<file path="src/rtl/lin_brk_tx_pkg.sv">
package lin_brk_tx_pkg;

  typedef enum logic [1:0] {
    ST_IDLE = 2'd0,
    ST_BRK  = 2'd1,
    ST_DATA = 2'd2
  } txState_e;

  // strobes from control to datapath
  typedef struct packed {
    logic abort;     // power removed: idle line, clear counter
    logic loadBrk;   // begin break, capture length
    logic loadData;  // begin frame, capture byte
    logic countBit;  // one break bit time elapsed
    logic shiftBit;  // next frame bit onto the line
    logic finish;    // end of break/frame
  } txStrobe_t;

endpackage

</file>
<file path="src/rtl/lin_brk_tx_dp.sv">
module lin_brk_tx_dp
  import lin_brk_tx_pkg::*;
#(
  parameter int DATA_W  = 8,
  parameter int LEN_W   = 3,
  parameter int BRK_MIN = 13
) (
  input  logic              clk,
  input  logic              rstN,
  input  txStrobe_t         strobe,
  input  logic [LEN_W-1:0]  brkLen,
  input  logic [DATA_W-1:0] frameByte,
  output logic              txLine,
  output logic              brkDone,
  output logic              frmDone
);

  localparam int BRK_MAX  = BRK_MIN + (1 << LEN_W) - 2;
  localparam int FRM_LAST = DATA_W + 1;
  localparam int CNT_MAX  = (BRK_MAX > FRM_LAST) ? BRK_MAX : FRM_LAST;
  localparam int CNT_W    = $clog2(CNT_MAX + 1);

  logic [CNT_W-1:0]  bitCnt;
  logic [CNT_W-1:0]  lenLim;
  logic [DATA_W:0]   shReg;

  always_ff @(posedge clk or negedge rstN) begin
    if (!rstN) begin
      txLine <= 1'b1;
      bitCnt <= '0;
      lenLim <= '0;
      shReg  <= '0;
    end else if (strobe.abort) begin
      txLine <= 1'b1;
      bitCnt <= '0;
    end else if (strobe.loadBrk) begin
      txLine <= 1'b0;
      bitCnt <= '0;
      lenLim <= CNT_W'(BRK_MIN - 1) + CNT_W'(brkLen);
    end else if (strobe.loadData) begin
      txLine <= 1'b0;
      bitCnt <= '0;
      shReg  <= {1'b1, frameByte};
    end else if (strobe.finish) begin
      txLine <= 1'b1;
      bitCnt <= '0;
    end else if (strobe.shiftBit) begin
      txLine <= shReg[0];
      shReg  <= shReg >> 1;
      bitCnt <= bitCnt + 1'b1;
    end else if (strobe.countBit) begin
      bitCnt <= bitCnt + 1'b1;
    end
  end

  assign brkDone = (bitCnt == lenLim);
  assign frmDone = (bitCnt == CNT_W'(FRM_LAST));


  abort_line_high_chk: assert property (@(posedge clk) disable iff (!rstN)
    strobe.abort |=> txLine);


  load_drives_low_chk: assert property (@(posedge clk) disable iff (!rstN)
    (!strobe.abort && (strobe.loadBrk || strobe.loadData)) |=> !txLine);


  cnt_bound_chk: assert property (@(posedge clk) disable iff (!rstN)
    bitCnt <= CNT_W'(CNT_MAX));


  finish_line_high_chk: assert property (@(posedge clk) disable iff (!rstN)
    strobe.finish |=> txLine);

endmodule

</file>
<file path="src/rtl/lin_brk_tx_ctrl.sv">
module lin_brk_tx_ctrl
  import lin_brk_tx_pkg::*;
#(
  parameter int DATA_W = 8
) (
  input  logic              clk,
  input  logic              rstN,
  input  logic              baudTick,
  input  logic              powerOn,
  input  logic              txEnable,
  input  logic              brkReq,
  input  logic              wrData,
  input  logic [DATA_W-1:0] wrByte,
  input  logic              brkDone,
  input  logic              frmDone,
  output txStrobe_t         strobe,
  output logic [DATA_W-1:0] frameByte,
  output logic              txDoneIrq,
  output logic              busy,
  output logic              brkStartBit
);

  txState_e          state;
  logic              brkHeld;
  logic              dataFull;
  logic [DATA_W-1:0] dataBuf;
  logic              enabled;
  logic              acceptBrk;
  logic              acceptWr;

  assign enabled   = powerOn && txEnable;
  assign acceptBrk = brkReq && enabled;
  assign acceptWr  = wrData && enabled;
  assign frameByte = dataBuf;
  assign busy      = (state != ST_IDLE);

  always_comb begin
    strobe       = '0;
    strobe.abort = !powerOn;
    if (powerOn && baudTick) begin
      unique case (state)
        ST_IDLE: begin
          if (enabled && brkStartBit)   strobe.loadBrk  = 1'b1;
          else if (enabled && dataFull) strobe.loadData = 1'b1;
        end
        ST_BRK: begin
          if (brkDone) strobe.finish   = 1'b1;
          else         strobe.countBit = 1'b1;
        end
        ST_DATA: begin
          if (frmDone) strobe.finish   = 1'b1;
          else         strobe.shiftBit = 1'b1;
        end
        default: ;
      endcase
    end
  end

  always_ff @(posedge clk or negedge rstN) begin
    if (!rstN) begin
      state       <= ST_IDLE;
      brkStartBit <= 1'b0;
      brkHeld     <= 1'b0;
      dataFull    <= 1'b0;
      dataBuf     <= '0;
      txDoneIrq   <= 1'b0;
    end else if (!powerOn) begin
      state       <= ST_IDLE;
      brkStartBit <= 1'b0;
      brkHeld     <= 1'b0;
      dataFull    <= 1'b0;
      txDoneIrq   <= 1'b0;
    end else begin
      txDoneIrq <= strobe.finish;

      if (strobe.loadBrk)       state <= ST_BRK;
      else if (strobe.loadData) state <= ST_DATA;
      else if (strobe.finish)   state <= ST_IDLE;

      if (strobe.finish && state == ST_BRK) begin
        brkStartBit <= brkHeld || acceptBrk;
        brkHeld     <= 1'b0;
      end else if (acceptBrk) begin
        if (state == ST_BRK) brkHeld     <= 1'b1;
        else                 brkStartBit <= 1'b1;
      end

      if (acceptWr) begin
        dataBuf  <= wrByte;
        dataFull <= 1'b1;
      end else if (strobe.loadData) begin
        dataFull <= 1'b0;
      end
    end
  end


  irq_single_pulse_chk: assert property (@(posedge clk) disable iff (!rstN)
    txDoneIrq |=> !txDoneIrq);


  busy_fall_irq_chk: assert property (@(posedge clk) disable iff (!rstN)
    ($fell(busy) && $past(powerOn)) |-> txDoneIrq);


  off_idle_chk: assert property (@(posedge clk) disable iff (!rstN)
    !powerOn |=> (!busy && !brkStartBit && !txDoneIrq));


  disabled_no_start_chk: assert property (@(posedge clk) disable iff (!rstN)
    (!busy && !txEnable) |=> !busy);

endmodule

</file>
<file path="src/rtl/lin_brk_tx.sv">
module lin_brk_tx
  import lin_brk_tx_pkg::*;
#(
  parameter int DATA_W  = 8,
  parameter int LEN_W   = 3,
  parameter int BRK_MIN = 13
) (
  input  logic              clk,
  input  logic              rstN,
  input  logic              baudTick,
  input  logic              powerOn,
  input  logic              txEnable,
  input  logic              brkReq,
  input  logic [LEN_W-1:0]  brkLen,
  input  logic              wrData,
  input  logic [DATA_W-1:0] wrByte,
  output logic              txLine,
  output logic              txDoneIrq,
  output logic              busy,
  output logic              brkStartBit
);

  txStrobe_t         strobe;
  logic [DATA_W-1:0] frameByte;
  logic              brkDone;
  logic              frmDone;

  lin_brk_tx_ctrl #(.DATA_W(DATA_W)) u_ctrl (
    .clk        (clk),
    .rstN       (rstN),
    .baudTick   (baudTick),
    .powerOn    (powerOn),
    .txEnable   (txEnable),
    .brkReq     (brkReq),
    .wrData     (wrData),
    .wrByte     (wrByte),
    .brkDone    (brkDone),
    .frmDone    (frmDone),
    .strobe     (strobe),
    .frameByte  (frameByte),
    .txDoneIrq  (txDoneIrq),
    .busy       (busy),
    .brkStartBit(brkStartBit)
  );

  lin_brk_tx_dp #(.DATA_W(DATA_W), .LEN_W(LEN_W), .BRK_MIN(BRK_MIN)) u_dp (
    .clk      (clk),
    .rstN     (rstN),
    .strobe   (strobe),
    .brkLen   (brkLen),
    .frameByte(frameByte),
    .txLine   (txLine),
    .brkDone  (brkDone),
    .frmDone  (frmDone)
  );


  irq_line_high_chk: assert property (@(posedge clk) disable iff (!rstN)
    txDoneIrq |-> (txLine && !busy));

endmodule

</file>
<file path="config.mk">
export PLATFORM = sky130hd
export DESIGN_NAME = lin_brk_tx
export DESIGN_NICKNAME = d
export VERILOG_FILES = /design/src/rtl/lin_brk_tx_pkg.sv /design/src/rtl/lin_brk_tx_dp.sv /design/src/rtl/lin_brk_tx_ctrl.sv /design/src/rtl/lin_brk_tx.sv
export SDC_FILE = /design/constraint.sdc
export NUM_CORES = 1
export LEC_CHECK = 0
export BUFFER_PORTS_ARGS = -buffer_cell sky130_fd_sc_hd__buf_4
export CAP_MARGIN = 20
export CELL_PAD_IN_SITES_DETAIL_PLACEMENT = 0
export CELL_PAD_IN_SITES_GLOBAL_PLACEMENT = 1
export CORE_MARGIN = 1.5
export CORE_UTILIZATION = 48
export CTS_CLUSTER_DIAMETER = 80
export DETAILED_ROUTE_END_ITERATION = 10
export GPL_ROUTABILITY_DRIVEN = 0
export GPL_TIMING_DRIVEN = 0
export PLACE_DENSITY = 0.91
export SLEW_MARGIN = 30
export SYNTH_ARGS = -nofsm -noshare
export SYNTH_HDL_FRONTEND = slang
export SYNTH_SLANG_ARGS = --single-unit
</file>
<file path="constraint.sdc">
create_clock -name clk -period 4.7 [get_ports clk]
set_clock_uncertainty 0.2 [all_clocks]
set_input_delay 0.94 -clock clk [delete_from_list [all_inputs] [get_ports clk]]
set_output_delay 0.94 -clock clk [all_outputs]
set_load 0.05 [all_outputs]
</file>
# Word-level counts from Yosys, hierarchy flattened
# Cells that the tools add are included.
dict set report word_totals {
  register_bits 34
}
dict set report op_classes {
  add_sub_neg 2
  eq_ne 12
  mux 42
  bitwise_logic 1
  reduce_logical 16
}
# op n
set op_table {}
lappend op_table {{5-bit 2-to-1 mux} 7}
lappend op_table {{9-bit 2-to-1 mux} 3}
lappend op_table {{1-bit 2-to-1 mux} 26}
lappend op_table {{2-bit 2-to-1 mux} 5}
lappend op_table {{3-bit by 1-bit != test with 1-bit output (second input constant)} 3}
lappend op_table {{2-bit AND reduction} 4}
lappend op_table {{1-bit logical AND} 7}
lappend op_table {{6-bit by 1-bit != test with 1-bit output (second input constant)} 1}
lappend op_table {{4-bit by 3-bit adder with 5-bit output (first input constant)} 1}
lappend op_table {{5-bit by 1-bit adder with 5-bit output (second input constant)} 1}
lappend op_table {{5-bit by 4-bit == test with 1-bit output (second input constant)} 1}
lappend op_table {{5-bit == test} 1}
lappend op_table {{5-bit by 1-bit != test with 1-bit output (second input constant)} 1}
lappend op_table {{4-bit by 1-bit != test with 1-bit output (second input constant)} 1}
lappend op_table {{4-bit AND reduction} 1}
lappend op_table {{2-bit nonzero test} 2}
lappend op_table {{3-bit != test (second input constant)} 1}
lappend op_table {{2-bit by 1-bit == test with 1-bit output (second input constant)} 1}
lappend op_table {{2-bit == test (second input constant)} 1}
lappend op_table {{2-bit logical NOT} 1}
lappend op_table {{2-bit != test (second input constant)} 1}
lappend op_table {{1-bit case mux with 2 select lines} 1}
lappend op_table {{1-bit logical OR} 1}
lappend op_table {{1-bit inverter} 1}

# Logic depth before layout (Yosys ltp)
# Gate-level depths: netlist of run 1.
dict set report logic_depth {
  ltp_word 12
  ltp_mapped 8
  ltp_nobuf 7
}

# Modules after synthesis
# Synthesis of run 1 repeated with hierarchy kept, for this count alone.
dict set report hier_totals {
  cells_unflattened 137
  area_unflattened_um2 1664.1
}
# mod n_inst cells_each area_each_um2 seq_area_each_um2
set by_module_without_submodules {}
lappend by_module_without_submodules {lin_brk_tx_dp 1 80 965.9 476.7}
lappend by_module_without_submodules {lin_brk_tx_ctrl 1 57 698.2 350.3}

# Worst setup path after synthesis of run 1
# No wires, ideal clock.
dict set report synth_timing {
  kind {input to register}
  startpoint {input powerOn}
  endpoint {register u_dp.txLine}
  arrival_ns 1.986
  required_time_ns 4.418
  slack_ns 2.432
  stages 5
  n_path_buf 1
  cell_sequence {buf_2 > nand3_1 > or2_2 > o211a_1 > mux2_4}
}
dict set report synth_via {
  elab_chain_cells 9
}
# item line
set synth_lines {}
lappend synth_lines {{start: declaration} lin_brk_tx.sv:11} ;# input logic powerOn,
lappend synth_lines {{1-bit logical AND} lin_brk_tx_ctrl.sv:31} ;# assign enabled = powerOn && txEnable;
lappend synth_lines {{1-bit logical AND} lin_brk_tx_ctrl.sv:44} ;# else if (enabled && dataFull) strobe.loadData = 1'b1;
lappend synth_lines {{1-bit 2-to-1 mux} lin_brk_tx_ctrl.sv:44}
lappend synth_lines {{1-bit 2-to-1 mux} lin_brk_tx_ctrl.sv:43} ;# if (enabled && brkStartBit) strobe.loadBrk = 1'b1;
lappend synth_lines {{2-bit 2-to-1 mux} lin_brk_tx_ctrl.sv:41} ;# unique case (state)
lappend synth_lines {{5-bit 2-to-1 mux} lin_brk_tx_ctrl.sv:40} ;# if (powerOn && baudTick) begin
lappend synth_lines {{1-bit 2-to-1 mux} lin_brk_tx_dp.sv:40} ;# end else if (strobe.loadData) begin
lappend synth_lines {{1-bit 2-to-1 mux} lin_brk_tx_dp.sv:36} ;# end else if (strobe.loadBrk) begin
lappend synth_lines {{1-bit 2-to-1 mux} lin_brk_tx_dp.sv:33} ;# end else if (strobe.abort) begin
lappend synth_lines {{end signal: assignment} lin_brk_tx_dp.sv:48} ;# txLine <= shReg[0];
lappend synth_lines {{end: declaration} lin_brk_tx_dp.sv:13} ;# output logic txLine,
# Parallel ways exist; a longest one is shown, timed or not.
# A chain may end at the register's enable or synchronous reset.

# Worst setup path after layout of run 1
dict set report layout_timing {
  startpoint {register u_ctrl.state[0]}
  endpoint {output busy}
}
dict set report layout_via {
  elab_chain_cells 1
}
# item line
set layout_lines {}
lappend layout_lines {{start: declaration} lin_brk_tx_ctrl.sv:23} ;# txState_e state;
lappend layout_lines {{start signal: assignment} lin_brk_tx_ctrl.sv:61} ;# state <= ST_IDLE;
lappend layout_lines {{start signal: assignment} lin_brk_tx_ctrl.sv:68} ;# state <= ST_IDLE;
lappend layout_lines {{start signal: assignment} lin_brk_tx_ctrl.sv:76} ;# if (strobe.loadBrk) state <= ST_BRK;
lappend layout_lines {{2-bit nonzero test} lin_brk_tx_ctrl.sv:35} ;# assign busy = (state != ST_IDLE);
lappend layout_lines {{end: declaration} lin_brk_tx.sv:19} ;# output logic busy,
# No other way between the ends.

==> results.json, run 1 <==
{
  "status": "finished clean",
  "cp_max_fo": 3,
  "r2r_start": "u_dp.bitCnt[1]",
  "multiInputGateArea_um2": 836,
  "cts_resized": 0,
  "layout-drive-gt1-share_pct": 27.5,
  "synth_flop_cell": "dfrtp_1",
  "min_path_cells": 2,
  "ys_warn_count": 0,
  "power_density_nw_per_um2": 378,
  "cts_sinks": 33,
  "syn_nets": 187,
  "required_ps": 3560,
  "end_kind": "output port",
  "clockRootBuffer": "clkbuf_4",
  "final_util_pct": 59.1,
  "setup_viol": 0,
  "area_delta_synth_final_pct": 16.6,
  "max_freq_ghz": 0.419,
  "fillerInstances": 299,
  "die_w_um": 62.8,
  "overflow": 0,
  "leakagePower_nw": 0.954,
  "postRouteAntennaNets": 0,
  "intPower_mw": 0.526,
  "hold_buffers": 0,
  "tightest_slew_ps": 433,
  "final_common_cell": "dfrtp_1",
  "period_share_pct": 50.8,
  "min_period_ps": 2390,
  "max_slew_margin_pct": 71.0,
  "synth_edf_count": 0,
  "p_total_mw": 0.757,
  "htree_num_levels": 2,
  "hp-start": "u_dp.shReg[8]",
  "path_clk_slew_ps": 110,
  "report.final.slew_viol_count": 0,
  "async_flop_share_pct": 100,
  "r2r-end": "u_dp.txLine",
  "synthCells": 164,
  "cpMostUsedCell": "inv_1",
  "crit_buf_inv": 3,
  "yosys.cell_types.count": 43,
  "cts_tree": "yes",
  "combPwrFrac_pct": 23.9,
  "worst-endpoint-arrival_ps": 1250,
  "io_pins": 22,
  "clkPwrFrac_pct": 24.3,
  "cts_setup_buffers": 0,
  "dieHeight_um": 62.8,
  "row_count": 21,
  "maxCapViolCount": 0,
  "syn_avg_cell_area_um2": 10.5,
  "slowest_stage": "dfrtp_1",
  "netSwitchingFraction_pct": 30.5,
  "vias_per_cell": 5.46,
  "wl_mm": 3.36,
  "finalHoldViolCount": 0,
  "nNetsFinal": 215,
  "rsz0062_at_grt": "no",
  "vias": 1306,
  "worst_slack_ps": 2310,
  "placed_area_um2": 1930,
  "dr.first_iter.drc_count": 73,
  "wl_per_cell_um": 14.1,
  "p_seq_share_pct": 51.8,
  "grt_usage_pct": 18.5,
  "synth-seq-cells": 33,
  "setup_tns_ps": 0,
  "crit_chain": "inv_1 -> ha_1 -> inv_1 -> buf_4",
  "grt_max_degree": 34,
  "critPathKind": "register to output port",
  "antenna_found_initial": 0,
  "syn_area_um2": 1720,
  "hold_path_class": "register to register",
  "diodes": 0,
  "die-area_um2": 3950,
  "drc": 0,
  "core_um2": 3390,
  "max_stage_delay_ps": 400,
  "dp_slack_ps": 2150,
  "cts_buffer_depth": 2,
  "vdd_drop_max_mv": 0.266,
  "crit_path_start_kind": "register",
  "crit_family": "flip-flops",
  "rrSetupSlack_ps": 2550,
  "clock_latency_ps": 330,
  "grt_pass1_vias": 1323,
  "numCtsBuffers": 5,
  "final_cell_mix": "dfrtp_1, buf_4, nand2_1",
  "startpoint": "u_ctrl.state[0]",
  "whs_endpoint": "u_dp.shReg[8]",
  "worstRegToRegCells": 7,
  "grt_first_pass_wirelength_mm": 5.73,
  "dp_hpwl_mm": 2.43,
  "ff_latch_area_um2": 827,
  "drt_first_pass_iters": 5,
  "seq_area_frac_synth_pct": 48.1,
  "initial_utilization_pct": 50.7,
  "io_buffer_count": 21,
  "power.switching_mw": 0.231,
  "fin_area_um2": 2000
}
-- worst reg2reg max path, delay by kind of cell, from the launching register on --
kind	cells	cell delay [ps]
adder cells (fa/ha/maj)	1	180
AO/OA/AOI/OAI	2	470
flip-flops	1	450
multiplexers	1	300
buffers and inverters	1	60
AND/OR/NAND/NOR	2	440
-- sequential cells by signal, summed over array words and instances, names as in the netlist --
signal / cells
u_dp.shReg: 9
u_ctrl.frameByte: 8
u_dp.bitCnt: 5
u_dp.lenLim: 4
u_ctrl.state: 2
u_ctrl.brkHeld: 1
u_ctrl.brkStartBit: 1
u_ctrl.dataFull: 1
u_ctrl.txDoneIrq: 1
u_dp.txLine: 1
-- area by class of cell --
type / count / area share, %
Timing Repair Buffer: 21 / 7.87
Multi-Input combinational cell: 122 / 41.7
Inverter: 5 / 0.937
Sequential cell: 33 / 41.3
Clock buffer: 7 / 3.25
Tap cell: 46 / 2.87
Clock inverter: 1 / 0.250
Buffer: 4 / 1.81
-- cells by family after synthesis --
group,Yosys count,synth area share [%]
AOI/OAI and AO/OA,37,14.8
buffers and inverters,9,3.20
muxes,17,10.8
adders and majority gates,5,3.64
and+or+nand+nor,59,17.4
DFF,33,48.1
xor gates and xnor gates,4,2.04
-- metal layers --
| metal | global-route usage [%] | up-vias | share of wire (%) |
|---|---|---|---|
| li1 | - | 639 | - |
| met1 | 22.5 | 631 | 44 |
| met2 | 31.0 | 32 | 50 |
| met3 | 5.77 | 4 | 4.4 |
| met4 | 6.39 | 0 | 0.92 |
| met5 | 0 | - | 0 |
-- cells in the mapped netlist, types with 2 or more instances --
cell / number / area share, %
and3_1: 3 / 1.1
a21o_1: 2 / 0.87
mux2_2: 8 / 5.2
nor2_1: 14 / 3.1
dfrtp_1: 32 / 47
o21ai_1: 2 / 0.58
inv_1: 5 / 1.1
nand2_1: 17 / 3.7
nand3_1: 9 / 2.6
ha_1: 5 / 3.6
and2_1: 3 / 1.1
o21a_1: 3 / 1.3
nor3_1: 4 / 1.2
o21ai_2: 2 / 1.0
xnor2_1: 4 / 2.0
a21oi_1: 15 / 4.4
mux2i_1: 8 / 4.7
o21ai_0: 3 / 0.87
-- power by group through the flow --
| stage | Clock (mW) | Sequential, mW | Combinational [mW] |
|---|---|---|---|
| after floorplan | 0 | 0.404 | 0.118 |
| after global placement | 0 | 0.394 | 0.173 |
| after detailed placement | 0 | 0.398 | 0.183 |
| after CTS | 0.189 | 0.392 | 0.183 |
| after global routing | 0.204 | 0.399 | 0.201 |
| final | 0.184 | 0.392 | 0.181 |
-- metrics by stage --
step / hold slack (ps) / instances
global placement: 261 / 231
CTS: 312 / 239
floorplan: 246 / 164
finish: 302 / 239
detailed placement: 287 / 231
global route: 330 / 239
-- worst max-delay path by stage --
stage	endpoint	slack, ps	depth (start not counted)
after floorplan	u_dp.txLine	2430	5
after global placement	u_dp.shReg[1]	2190	8
after detailed placement	u_dp.shReg[6]	2150	8
after CTS	busy	2300	4
after global routing	busy	2190	4
final	busy	2310	4
No activity file was read; power rests on OpenSTA's default activity.
==> inputs of run 2 (changes only) <==
Settings changed: CORE_UTILIZATION 48 to 44, PLACE_DENSITY 0.91 to 0.85.
Clock period 4.7 ns to 2.2 ns, I/O delays scaled along.
==> run 2 against run 1 <==
Net effect: final area up 5.3%; die area up 8.6%; sequential power up 120%; core utilization down 2.3 points; via count down 2.6%; setup slack worse by 2300 ps; critical path depth up 4; sequential cell count unchanged; clock power rose to 2.7 times the previous value; critical path type is now register to register; largest cell class unchanged; highest routed layer unchanged.
==> results.json, run 2 (synthesis results as in run 1) <==
{
  "period_share_pct": 97.4,
  "area_delta_synth_final_pct": 22.8,
  "nNetsFinal": 218,
  "path_clk_slew_ps": 70,
  "vias_per_cell": 5.21,
  "required_ps": 2150,
  "wl_per_cell_um": 13.9,
  "grt_pass1_vias": 1331,
  "grt_usage_pct": 18.6,
  "htree_num_levels": 2,
  "overflow": 0,
  "max_slew_margin_pct": 70.9,
  "end_kind": "register",
  "clock_latency_ps": 280,
  "diodes": 0,
  "crit_chain": "inv_2 -> ha_4 -> and3_4 -> nand2_4 -> o311ai_4 -> buf_6 -> mux2i_2 -> a21oi_1",
  "maxCapViolCount": 0,
  "clockRootBuffer": "clkbuf_8",
  "setup_viol": 0,
  "leakagePower_nw": 0.992,
  "dp_hpwl_mm": 2.43,
  "initial_utilization_pct": 46.2,
  "hp-start": "brkLen[1]",
  "grt_max_degree": 34,
  "status": "finished clean",
  "numCtsBuffers": 5,
  "crit_buf_inv": 2,
  "die-area_um2": 4290,
  "power_density_nw_per_um2": 829,
  "cts_sinks": 33,
  "max_stage_delay_ps": 370,
  "dp.cells": 233,
  "whs_endpoint": "u_dp.lenLim[1]",
  "largest_register_ff_count": 9,
  "drc": 0,
  "io_buffer_count": 21,
  "hold_path_class": "input pin to register",
  "layout-drive-gt1-share_pct": 31.1,
  "crit_family": "compound AO/OA/AOI/OAI gates",
  "io_pins": 22,
  "dieHeight_um": 65.5,
  "setup_tns_ps": 0,
  "cp_max_fo": 5,
  "cts_buffer_depth": 2,
  "postRouteAntennaNets": 0,
  "die_w_um": 65.5,
  "vias": 1272,
  "top_register": "u_dp.shReg",
  "final_cell_mix": "dfrtp_1, buf_4, nand2_1",
  "p_total_mw": 1.75,
  "report.final.slew_viol_count": 0,
  "drt_first_pass_iters": 4,
  "r2r_start": "u_ctrl.state[1]",
  "rrSetupSlack_ps": 60,
  "cts_tree": "yes",
  "row_count": 22,
  "min_path_cells": 3,
  "wl_mm": 3.40,
  "r2r-end": "u_dp.shReg[1]",
  "max_freq_ghz": 0.467,
  "grt_first_pass_wirelength_mm": 6.00,
  "tightest_slew_ps": 436,
  "final_util_pct": 56.8,
  "core_um2": 3720,
  "worstRegToRegCells": 8,
  "vdd_drop_max_mv": 0.462,
  "worst_hold_slack_ps": 152,
  "slowest_stage": "dfrtp_1",
  "final_common_cell": "dfrtp_1",
  "dr.first_iter.drc_count": 73,
  "crit_path_start_kind": "register",
  "worst-endpoint-arrival_ps": 2090,
  "antenna_found_initial": 0,
  "finalHoldViolCount": 0,
  "instances_no_fill": 244,
  "critPathKind": "register to register",
  "min_period_ps": 2140
}
-- run 2: cell types whose count changed in the layout (fill, tap and decap cells not counted), sizes merged --
| cell | previous run | this run |
|---|---|---|
| buf | 24 | 26 |
| dlygate4sd3 | 0 | 1 |
-- run 2: how the worst max path moves through the flow --
stage | startpoint | end | depth (start not counted)
finish | u_ctrl.state[1] | u_dp.shReg[1] | 8
detailed placement | powerOn | u_dp.shReg[1] | 8
global route | u_ctrl.state[0] | u_dp.shReg[1] | 8
floorplan | u_dp.bitCnt[0] | u_dp.txLine | 6
global placement | u_dp.bitCnt[0] | u_dp.txLine | 6
CTS | u_ctrl.state[0] | u_dp.shReg[1] | 8
-- run 2: timing repair --
| action | 4_1_cts | 5_1_grt |
|---|---|---|
| gates resized for setup | 0 | 11 |
| endpoints found under the setup margin | 0 | 9 |
| hold buffers | 1 | 0 |
| setup buffers | 0 | 1 |
| endpoints found under the hold margin | 32 | 0 |
-- run 2: worst min-delay path: cells and delay by family --
family | cells | cell delay [ps]
buffers and inverters | 1 | 80
AND/OR/NAND/NOR | 2 | 80
-- run 2: layout make-up --
cell class	count	area [um^2]
Buffer	4	36.3
Tap cell	48	60.1
Multi-Input combinational cell	122	882
Timing Repair Buffer	24	183
Fill cell	341	1610
Sequential cell	33	828
Clock inverter	1	5.00
Inverter	5	18.8
Clock buffer	7	96.3
-- run 2: metal layers --
metal  wire length (um)  track usage [%]  vias to the layer above  share of wire (%)
met1               1450             22.2                      593                 43
met3                140             5.14                        7                4.1
met5                  0                0                        -                  0
met4                 45             7.03                        0                1.3
li1                   -                -                      642                  -
met2               1760             32.0                       30                 52
-- run 2: stage by stage --
step / instance area, um^2 / worst slack [ps]
final: 2110 / 57.9
after global routing: 2110 / -10.1
after CTS: 2050 / 43.4
after detailed placement: 1940 / 107
after global placement: 1940 / 125
after floorplan: 1720 / 214
-- run 2: power breakdown --
part           total, mW  internal (mW)  switching [mW]
sequential         0.843          0.754          0.0885
combinational      0.413          0.194           0.219
clock              0.493          0.282           0.210
